File: src/rtl/dpd_pkg.sv
package dpd_pkg;
   localparam int LFW    = 2;              // length field width in first byte
   localparam int MAXLEN = 1 << LFW;       // longest instruction in bytes
   localparam int LENW   = LFW + 1;        // width of a decoded length
   localparam int WIN    = MAXLEN + 1;     // window bytes needed by two slots

   function automatic logic [LENW-1:0] fld2len(input logic [LFW-1:0] f);
      return LENW'(f) + LENW'(1);
   endfunction
endpackage

File: src/rtl/dpd_tag_array.sv
module dpd_tag_array
   import dpd_pkg::*;
#(
   parameter int AW   = 16,
   parameter int IDXW = 4,
   parameter int NRD  = 2
) (
   input  logic              clk,
   input  logic              rst_n,
   input  logic              flush,
   input  logic [NRD*AW-1:0] rd_addr,
   output logic [NRD-1:0]    rd_hit,
   output logic [NRD*LFW-1:0] rd_fld,
   input  logic              wr_en,
   input  logic [AW-1:0]     wr_addr,
   input  logic [LFW-1:0]    wr_fld
);
   localparam int DEPTH = 1 << IDXW;
   localparam int TAGW  = AW - IDXW;

   if (IDXW < 1 || IDXW >= AW) begin : g_bad_idx
      $error("dpd_tag_array: IDXW must be in 1..AW-1");
   end
   if (NRD < 1) begin : g_bad_nrd
      $error("dpd_tag_array: NRD must be at least 1");
   end

   logic [DEPTH-1:0] vld_q;
   logic [TAGW-1:0]  tag_q [DEPTH];
   logic [LFW-1:0]   fld_q [DEPTH];

   always_ff @(posedge clk or negedge rst_n) begin
      if (!rst_n)             vld_q <= '0;
      else if (flush)         vld_q <= '0;
      else if (wr_en)         vld_q[wr_addr[IDXW-1:0]] <= 1'b1;
   end

   always_ff @(posedge clk) begin
      if (wr_en && !flush) begin
         tag_q[wr_addr[IDXW-1:0]] <= wr_addr[AW-1:IDXW];
         fld_q[wr_addr[IDXW-1:0]] <= wr_fld;
      end
   end

   for (genvar g = 0; g < NRD; g++) begin : g_rd
      logic [AW-1:0] a;
      assign a = rd_addr[g*AW +: AW];
      assign rd_hit[g] = !flush && vld_q[a[IDXW-1:0]]
                         && (tag_q[a[IDXW-1:0]] == a[AW-1:IDXW]);
      assign rd_fld[g*LFW +: LFW] = fld_q[a[IDXW-1:0]];
   end

   AST_FLUSH_CLEARS: assert property (@(posedge clk) disable iff (!rst_n)
      flush |=> (vld_q == '0));
   AST_WRITE_SETS: assert property (@(posedge clk) disable iff (!rst_n)
      (wr_en && !flush) |=> vld_q[$past(wr_addr[IDXW-1:0])]);
endmodule

File: src/rtl/dpd_slow_path.sv
module dpd_slow_path
   import dpd_pkg::*;
#(
   parameter int AW = 16
) (
   input  logic           clk,
   input  logic           rst_n,
   input  logic           start,
   input  logic [AW-1:0]  start_addr,
   input  logic [7:0]     start_byte,
   output logic           busy,
   output logic           done,
   output logic [AW-1:0]  done_addr,
   output logic [7:0]     done_op,
   output logic [LFW-1:0] done_fld
);
   logic           v1_q, v2_q;
   logic [AW-1:0]  a1_q, a2_q;
   logic [7:0]     b1_q, op2_q;
   logic [LFW-1:0] fld2_q;

   always_ff @(posedge clk or negedge rst_n) begin
      if (!rst_n) begin
         v1_q <= 1'b0;
         v2_q <= 1'b0;
      end else begin
         v1_q <= start;
         v2_q <= v1_q;
      end
   end

   always_ff @(posedge clk) begin
      if (start) begin
         a1_q <= start_addr;
         b1_q <= start_byte;
      end
      if (v1_q) begin
         a2_q   <= a1_q;
         fld2_q <= b1_q[7:6];
         op2_q  <= b1_q;
      end
   end

   assign busy      = v1_q | v2_q;
   assign done      = v2_q;
   assign done_addr = a2_q;
   assign done_op   = op2_q;
   assign done_fld  = fld2_q;

   AST_STAGE_ADVANCE: assert property (@(posedge clk) disable iff (!rst_n)
      v1_q |=> done);
   AST_NO_START_BUSY: assert property (@(posedge clk) disable iff (!rst_n)
      busy |-> !start);
endmodule

File: src/rtl/dual_path_decoder.sv
module dual_path_decoder
   import dpd_pkg::*;
#(
   parameter int AW   = 16,
   parameter int IDXW = 4
) (
   input  logic             clk,
   input  logic             rst_n,
   input  logic             flush,
   input  logic             fetch_valid,
   input  logic [AW-1:0]    fetch_addr,
   input  logic [8*WIN-1:0] fetch_bytes,
   output logic             fetch_ready,
   output logic [1:0]       dec_valid,
   output logic [15:0]      dec_op,
   output logic [2*LENW-1:0] dec_len
);
   localparam int NLANE = 2;

   if (AW <= IDXW) begin : g_bad_aw
      $error("dual_path_decoder: AW must exceed IDXW");
   end

   logic                 accept;
   logic [NLANE*AW-1:0]  lane_addr;
   logic [NLANE-1:0]     lane_hit;
   logic [NLANE*LFW-1:0] lane_fld;
   logic [LENW-1:0]      len0, len1;
   logic [7:0]           op1;
   logic                 slow_start, slow_busy, slow_done;
   logic [AW-1:0]        slow_addr;
   logic [7:0]           slow_op;
   logic [LFW-1:0]       slow_fld;

   assign accept     = fetch_valid && fetch_ready;
   assign len0       = fld2len(lane_fld[0 +: LFW]);
   assign len1       = fld2len(lane_fld[LFW +: LFW]);
   assign lane_addr[0 +: AW]  = fetch_addr;
   assign lane_addr[AW +: AW] = fetch_addr + AW'(len0);

   always_comb begin
      op1 = fetch_bytes[15:8];
      for (int k = 1; k <= MAXLEN; k++)
         if (len0 == LENW'(k)) op1 = fetch_bytes[8*k +: 8];
   end

   dpd_tag_array #(.AW(AW), .IDXW(IDXW), .NRD(NLANE)) u_tags (
      .clk     (clk),
      .rst_n   (rst_n),
      .flush   (flush),
      .rd_addr (lane_addr),
      .rd_hit  (lane_hit),
      .rd_fld  (lane_fld),
      .wr_en   (slow_done),
      .wr_addr (slow_addr),
      .wr_fld  (slow_fld)
   );

   assign slow_start = accept && !lane_hit[0];

   dpd_slow_path #(.AW(AW)) u_slow (
      .clk        (clk),
      .rst_n      (rst_n),
      .start      (slow_start),
      .start_addr (fetch_addr),
      .start_byte (fetch_bytes[7:0]),
      .busy       (slow_busy),
      .done       (slow_done),
      .done_addr  (slow_addr),
      .done_op    (slow_op),
      .done_fld   (slow_fld)
   );

   assign fetch_ready = !slow_busy;

   always_ff @(posedge clk or negedge rst_n) begin
      if (!rst_n) begin
         dec_valid <= '0;
         dec_op    <= '0;
         dec_len   <= '0;
      end else if (accept && lane_hit[0]) begin
         dec_valid <= {lane_hit[1], 1'b1};
         dec_op    <= {op1, fetch_bytes[7:0]};
         dec_len   <= {len1, len0};
      end else if (slow_done) begin
         dec_valid <= 2'b01;
         dec_op    <= {8'h00, slow_op};
         dec_len   <= {LENW'(0), fld2len(slow_fld)};
      end else begin
         dec_valid <= '0;
      end
   end

   AST_FAST_ONE_CYCLE: assert property (@(posedge clk) disable iff (!rst_n)
      (accept && lane_hit[0]) |=> dec_valid[0]);
   AST_MISS_STALLS: assert property (@(posedge clk) disable iff (!rst_n)
      (accept && !lane_hit[0]) |=> !fetch_ready);
   AST_SLOT_ORDER: assert property (@(posedge clk) disable iff (!rst_n)
      dec_valid[1] |-> dec_valid[0]);
   AST_LEN_LEGAL: assert property (@(posedge clk) disable iff (!rst_n)
      dec_valid[0] |-> (dec_len[LENW-1:0] != '0
                        && dec_len[LENW-1:0] <= LENW'(MAXLEN)));
endmodule

File: config.mk
export PLATFORM = sky130hd
export DESIGN_NAME = dual_path_decoder
export DESIGN_NICKNAME = d
export VERILOG_FILES = /design/src/rtl/dpd_pkg.sv /design/src/rtl/dpd_tag_array.sv /design/src/rtl/dpd_slow_path.sv /design/src/rtl/dual_path_decoder.sv
export SDC_FILE = /design/constraint.sdc
export NUM_CORES = 1
export LEC_CHECK = 0
export ABC_AREA = 0
export BUFFER_PORTS_ARGS = -buffer_cell sky130_fd_sc_hd__clkbuf_2
export CAP_MARGIN = 40
export CORE_ASPECT_RATIO = 0.9
export CORE_MARGIN = 10
export CORE_UTILIZATION = 50
export CTS_CLUSTER_SIZE = 40
export DETAILED_ROUTE_END_ITERATION = 10
export PLACE_DENSITY = 0.67
export SLEW_MARGIN = 10
export SYNTH_ARGS = -nofsm -noshare
export SYNTH_HDL_FRONTEND = slang
export SYNTH_HIERARCHICAL = 1
export SYNTH_SLANG_ARGS = --single-unit
File: constraint.sdc
create_clock -name clk -period 8.8 [get_ports clk]
set_clock_uncertainty 0.05 [all_clocks]
set_input_delay 1.76 -clock clk [delete_from_list [all_inputs] [get_ports clk]]
set_output_delay 1.76 -clock clk [all_outputs]
set_load 0.02 [all_outputs]
==> impl_metrics.py, run 1 <==
metrics = {
    "drt": {
        "drt_drc_violations_left": 0,
        "routed_wl_um": 38100,
        "wl_per_cell_um": 28.2,
        "via_per_inst": 6.38,
        "final_antenna_net_count": 0,
        "vias": 8624,
        "dr.pass1.iters": 6,
        "first_iter_violations": 925,
    },
    "pwr": {
        "power.total_mw": 3.72,
        "cellPowerDensity_mw_per_mm2": 220,
        "pwr-share-clk_pct": 37.6,
        "switching_power_mw": 0.958,
        "seq_power_share_pct": 45.7,
        "pwr-share-comb_pct": 16.8,
        "p_sw_share_pct": 25.8,
        "leakage_nw": 6.11,
        "power.internal_mw": 2.76,
        "ir_worst_vdd_uv": 178,
    },
    "die": {
        "die_h_um": 184,
        "die_x_um": 202,
        "start_util_pct": 51.0,
        "die_area_mm2": 0.0371,
        "coreArea_mm2": 0.0292,
        "io_pins": 85,
        "rows": 59,
    },
    "synthesis": {
        "synth_seq_cells": 314,
        "synth_edf_count": 272,
        "ys_types": 59,
        "synth_compound_area_share_pct": 4.13,
        "synthSimpleGateAreaFrac_pct": 3.81,
        "syn_avg_cell_area_um2": 17.8,
        "synth_top_family_by_area": "multiplexers",
        "synth_mux_area_share_pct": 23.6,
        "synth_xor_area_share_pct": 2.94,
        "synth_flop_cell": "edfxtp_1",
        "yosysWarningCount": 6,
        "synth_seq_area_share_pct": 62.0,
        "synth_adder_area_share_pct": 0.807,
        "synth_fp_nets": 905,
        "synth_area_mm2": 0.0149,
        "ys_async_sr_fraction_pct": 13.4,
        "netlist_instances": 836,
    },
    "timing": {
        "tightest_slew_ns": 0.884,
        "slew_headroom_pct": 41.0,
        "period_minus_slack_ns": 6.58,
        "setup_viol": 0,
        "fin_setup_tns_ns": 0,
        "fin_crit_sh_pct": 74.8,
        "setup_slack_ns": 2.22,
        "whs_ns": 0.363,
        "timing.fmax_mhz": 152,
        "drv_slew": 0,
        "rsz0062_at_grt": "false",
        "hold_viol_final": 0,
    },
    "global_routing": {
        "grt_overflow": 0,
        "track_usage_pct": 20.5,
        "grt_max_degree": 43,
        "grt_pass1_wl_um": 57000,
        "grt_pass1_vias": 8687,
        "antenna_found_initial": 0,
    },
    "cts": {
        "hold_buffers": 0,
        "htreeDepth": 1,
        "clk_pin_slew_ns": 0.07,
        "numCtsBuffers": 31,
        "clock_latency_ns": 0.58,
        "cts_setup_buffers": 0,
        "cts_resized": 0,
        "cts.path.max_buffers": 3,
        "cts.sinks": 314,
        "cts_tree": "built",
        "cts-root-buf": "clkbuf_16",
    },
    "place": {
        "place_ws_ns": 1.67,
        "portBuffers": 84,
        "dp_hpwl_um": 24500,
        "place_congestion": 0.872,
    },
    "finish": {
        "areaGrowthSynthToFinish_pct": 13.4,
        "num-fill-cells": 2190,
        "multiInputGateArea_mm2": 0.00534,
        "drive_gt1_share_pct": 32.6,
        "nNetsFinal": 999,
        "num_antenna_cells": 0,
        "seq_area_mm2": 0.00922,
    },
    "critical_path": {
        "required_ns": 9.26,
        "cp_max_fo": 31,
        "cp_data_arrival_time_ns": 7.04,
        "path_class": "in -> reg",
        "end_kind": "register",
        "cp-start-kind": "input pin",
    },
    "flow_run": {
        "drv_cap": 0,
    },
    "outcome": {
        "status": "complete, no violations",
    },
    "worst_hold_path": {
        "hold_class": "reg -> reg",
    },
}
routing by layer:
layer	GRT usage, %	vias to the layer above	part of all wire, %
met4	6.37	0	3.1
met5	0	-	0
met1	28.3	4495	41
met3	4.25	73	8.5
met2	32.1	462	47
li1	-	3594	-
final timing paths:
path	startpoint	to	slack, ns	cells past startpoint
setup / recovery	fetch_addr[0]	dec_valid[1]$_DFF_PN0_	2.22	18
hold / removal	u_slow/a1_q[7]$_DFFE_PP_	u_slow/done_addr[7]$_DFFE_PP_	0.36	0
setup reg to reg	u_tags/fld_q[3][0]$_DFFE_PP_	dec_valid[1]$_DFF_PN0_	3.61	17
hold reg to reg	u_slow/a1_q[7]$_DFFE_PP_	u_slow/done_addr[7]$_DFFE_PP_	0.36	0
max in group asynchronous	rst_n	u_tags/vld_q[15]$_DFFE_PN0P_	7.06	2
min in group asynchronous	rst_n	dec_op[2]$_DFFE_PN0P_	1.23	2
layout make-up:
type | count | area share (%)
clock buffers | 34 | 4.78
clock inverters | 24 | 1.68
inverters | 22 | 0.489
multi-input cells | 449 | 31.7
flip-flops and latches | 314 | 54.6
well taps | 396 | 2.94
repair buffers | 112 | 3.83
worst max-delay path, stage by stage:
cell	delay, ns
buf_4	0.49
mux4_2	0.59
mux4_2	0.53
inv_1	0.14
ha_1	0.28
inv_1	0.11
ha_1	0.23
a21o_1	0.19
a21oi_2	0.41
xnor2_2	0.22
buf_4	0.41
mux4_2	0.37
mux4_2	0.49
xor2_1	0.15
a2111oi_0	0.30
and3_1	0.21
inv_1	0.04
nor2_1	0.08
power groups by stage:
stage / sequential, mW / combinational [mW] / clock (mW)
4_1_cts: 1.70 / 0.627 / 1.41
6_report: 1.70 / 0.623 / 1.40
5_1_grt: 1.70 / 0.671 / 1.48
3_5_place_dp: 1.73 / 0.624 / 0
2_1_floorplan: 1.74 / 0.441 / 0
3_3_place_gp: 1.73 / 0.619 / 0
kinds of logic (layout without fill, tap and decap cells):
group           Yosys count  count (layout)
flops                   314             314
mux                     190             190
simple gates            107             107
compound gates           93              93
buf+inv                  73             192
xor+xnor                 50              50
fa+ha+maj                 9               9
stage by stage:
step	cell area, µm²	util [%]	cells
after floorplan	14900	-	836
after CTS	16900	57.9	1351
after detailed placement	15800	54.1	1293
final	16900	57.9	1351
after global placement	15800	54.1	1292
after global routing	16900	57.9	1351
cells in the final DEF, fill, tap and decap left out, drive strengths merged, types with 23 or more instances in the layout:
cell,netlist,final
dfrtp,42,42
clkbuf,8,117
xor2,31,31
buf,43,29
mux2i,58,58
edfxtp,272,272
mux4,124,124
nor2,33,33
inv,21,23
a21oi,32,32
state kept, by name (all words and copies together), names as in the netlist:
signal,count
u_tags/fld_q,32
dec_len,6
u_slow/a1_q,16
u_slow/done_op,8
u_tags/vld_q,16
u_slow/done,1
u_slow/b1_q,8
u_slow/v1_q,1
u_tags/tag_q,192
dec_op,16
u_slow/done_addr,16
dec_valid,2
cell usage after synthesis, drive strengths merged (2+ instances only):
library cell	n	area [µm²]
nand3b	4	30.0
mux2	8	90.1
buf	43	305
nor3	8	45.0
xor2	31	272
o221ai	3	26.3
a22oi	8	60.1
nor4	4	25.0
a21o	18	135
and2	2	12.5
nor3b	2	15.0
xnor2	19	166
inv	21	78.8
nor2b	4	25.0
or3	3	18.8
nor2	33	126
nand4	6	43.8
o21ai	14	70.1
a211oi	2	15.0
mux2i	58	581
nand2	17	63.8
a31oi	2	12.5
edfxtp	272	8170
a21oi	32	164
nand2b	11	68.8
o2111ai	3	32.5
ha	8	100
nand3	7	35.0
dfrtp	42	1050
or2	2	12.5
mux4	124	2830
nor4b	2	30.0
clkbuf	8	30.0
o311ai	2	17.5
Note: power is estimated with default switching activity, not from simulation.
==> run 2, diff against run 1 <==
- clock period: 8.8 -> 6.8 ns (I/O delays scaled with it)
==> impl_metrics.py, run 2 (synthesis results as in run 1) <==
metrics = {
    "drt": {
        "routed_wl_um": 38600,
        "via_per_inst": 6.28,
        "drt_drc_violations_left": 0,
        "dr.pass1.iters": 5,
        "vias": 8548,
        "wl_per_cell_um": 28.4,
        "final_antenna_net_count": 0,
        "first_iter_violations": 943,
    },
    "die": {
        "die_area_mm2": 0.0371,
        "die_x_um": 202,
        "start_util_pct": 51.0,
        "die_h_um": 184,
        "rows": 59,
        "io_pins": 85,
        "coreArea_mm2": 0.0292,
    },
    "cts": {
        "cts_resized": 0,
        "clock_latency_ns": 0.58,
        "cts_setup_buffers": 0,
        "cts.sinks": 314,
        "cts-root-buf": "clkbuf_16",
        "cts.path.max_buffers": 3,
        "cts_tree": "built",
        "numCtsBuffers": 31,
        "hold_buffers": 0,
        "clk_pin_slew_ns": 0.07,
        "htreeDepth": 1,
    },
    "critical_path": {
        "cp_max_fo": 15,
        "reg2reg_depth": 15,
        "required_ns": 7.26,
        "path_class": "in -> reg",
        "startpoint": "fetch_addr[1]",
        "r2r_end": "dec_valid[1]$_DFF_PN0_",
        "cp-endpoint": "dec_valid[1]$_DFF_PN0_",
        "cp-start-kind": "input pin",
        "r2r-start": "u_tags/fld_q[15][0]$_DFFE_PP_",
        "r2r_slack_ns": 1.65,
        "end_kind": "register",
        "cp_data_arrival_time_ns": 6.29,
    },
    "global_routing": {
        "grt_pass1_vias": 8701,
        "track_usage_pct": 20.7,
        "grt_pass1_wl_um": 57600,
        "antenna_found_initial": 0,
        "grt_max_degree": 46,
        "grt_overflow": 0,
    },
    "worst_hold_path": {
        "hold_class": "reg -> reg",
    },
    "timing": {
        "rsz0062_at_grt": "false",
        "fin_crit_sh_pct": 85.7,
        "slew_headroom_pct": 42.2,
        "tightest_slew_ns": 0.865,
        "hold_viol_final": 0,
        "drv_slew": 0,
        "whs_ns": 0.367,
        "fin_setup_tns_ns": 0,
        "setup_viol": 0,
        "timing.fmax_mhz": 172,
        "period_minus_slack_ns": 5.83,
    },
    "finish": {
        "multiInputGateArea_mm2": 0.00534,
        "num-fill-cells": 2175,
        "areaGrowthSynthToFinish_pct": 13.9,
        "seq_area_mm2": 0.00922,
        "mostFrequentLayoutCells": "edfxtp_1, mux4_2, clkbuf_2",
        "largest_reg_flops": 192,
        "nNetsFinal": 1009,
        "drive_gt1_share_pct": 32.3,
        "num_antenna_cells": 0,
        "layout_commonest_cell": "edfxtp_1",
    },
    "pwr": {
        "cellPowerDensity_mw_per_mm2": 284,
        "power.total_mw": 4.81,
        "leakage_nw": 6.17,
        "ir_worst_vdd_uv": 194,
    },
    "outcome": {
        "status": "complete, no violations",
    },
    "place": {
        "dp_hpwl_um": 25000,
        "place_congestion": 0.895,
        "portBuffers": 84,
    },
    "flow_run": {
        "drv_cap": 0,
    },
}
run 2: worst min-delay path by stage:
| stage | cells past startpoint | slack [ns] | end | from |
|---|---|---|---|---|
| after global routing | 0 | 0.38 | u_slow/done_addr[2]$_DFFE_PP_ | u_slow/a1_q[2]$_DFFE_PP_ |
| after global placement | 0 | 0.35 | u_slow/done_addr[5]$_DFFE_PP_ | u_slow/a1_q[5]$_DFFE_PP_ |
| after detailed placement | 0 | 0.35 | u_slow/done_addr[13]$_DFFE_PP_ | u_slow/a1_q[13]$_DFFE_PP_ |
| after CTS | 0 | 0.37 | u_slow/done_addr[2]$_DFFE_PP_ | u_slow/a1_q[2]$_DFFE_PP_ |
| after floorplan | 0 | 0.35 | u_slow/done_addr[0]$_DFFE_PP_ | u_slow/a1_q[0]$_DFFE_PP_ |
| final | 0 | 0.37 | u_slow/done_addr[8]$_DFFE_PP_ | u_slow/a1_q[8]$_DFFE_PP_ |
run 2: report_power, final:
group          switching, mW  total [mW]  internal, mW
clock network          0.719        1.78          1.06
registers             0.0516        2.21          2.16
logic                  0.438       0.822         0.384
total                   1.21        4.81          3.60
run 2: layer usage:
layer	track usage, %	wire length (µm)	vias up
met2	32.7	18300	449
met1	29.0	15900	4443
li1	-	-	3602
met5	0	0	-
met4	5.47	995	0
met3	3.88	3450	54
run 2: worst max-delay path: stages:
cell,delay (ns)
clkbuf_2,0.37
mux4_2,0.38
mux4_2,0.53
inv_1,0.14
ha_1,0.29
fa_1,0.45
xnor2_2,0.65
buf_4,0.37
mux4_2,0.35
xor2_1,0.15
o21ai_0,0.19
a31oi_1,0.10
a2111oi_0,0.56
and3_1,0.24
inv_1,0.04
nor2_1,0.08
run 2: final cells by class:
type	count	share of cell area (%)
flip-flops and latches	314	54.4
multi-input cells	449	31.5
clock buffers	42	5.00
repair buffers	122	4.49
well taps	396	2.92
clock inverters	16	1.24
inverters	22	0.487
run 2: per-stage QoR:
stage               utilization (%)  std cells  worst slack (ns)  instance area, µm²
CTS                            58.1       1361              1.03               17000
global route                   58.1       1361             0.891               17000
finish                         58.1       1361             0.970               17000
global placement               54.4       1301             0.439               15900
detailed placement             54.5       1303             0.441               15900
floorplan                         -        836             0.642               14900
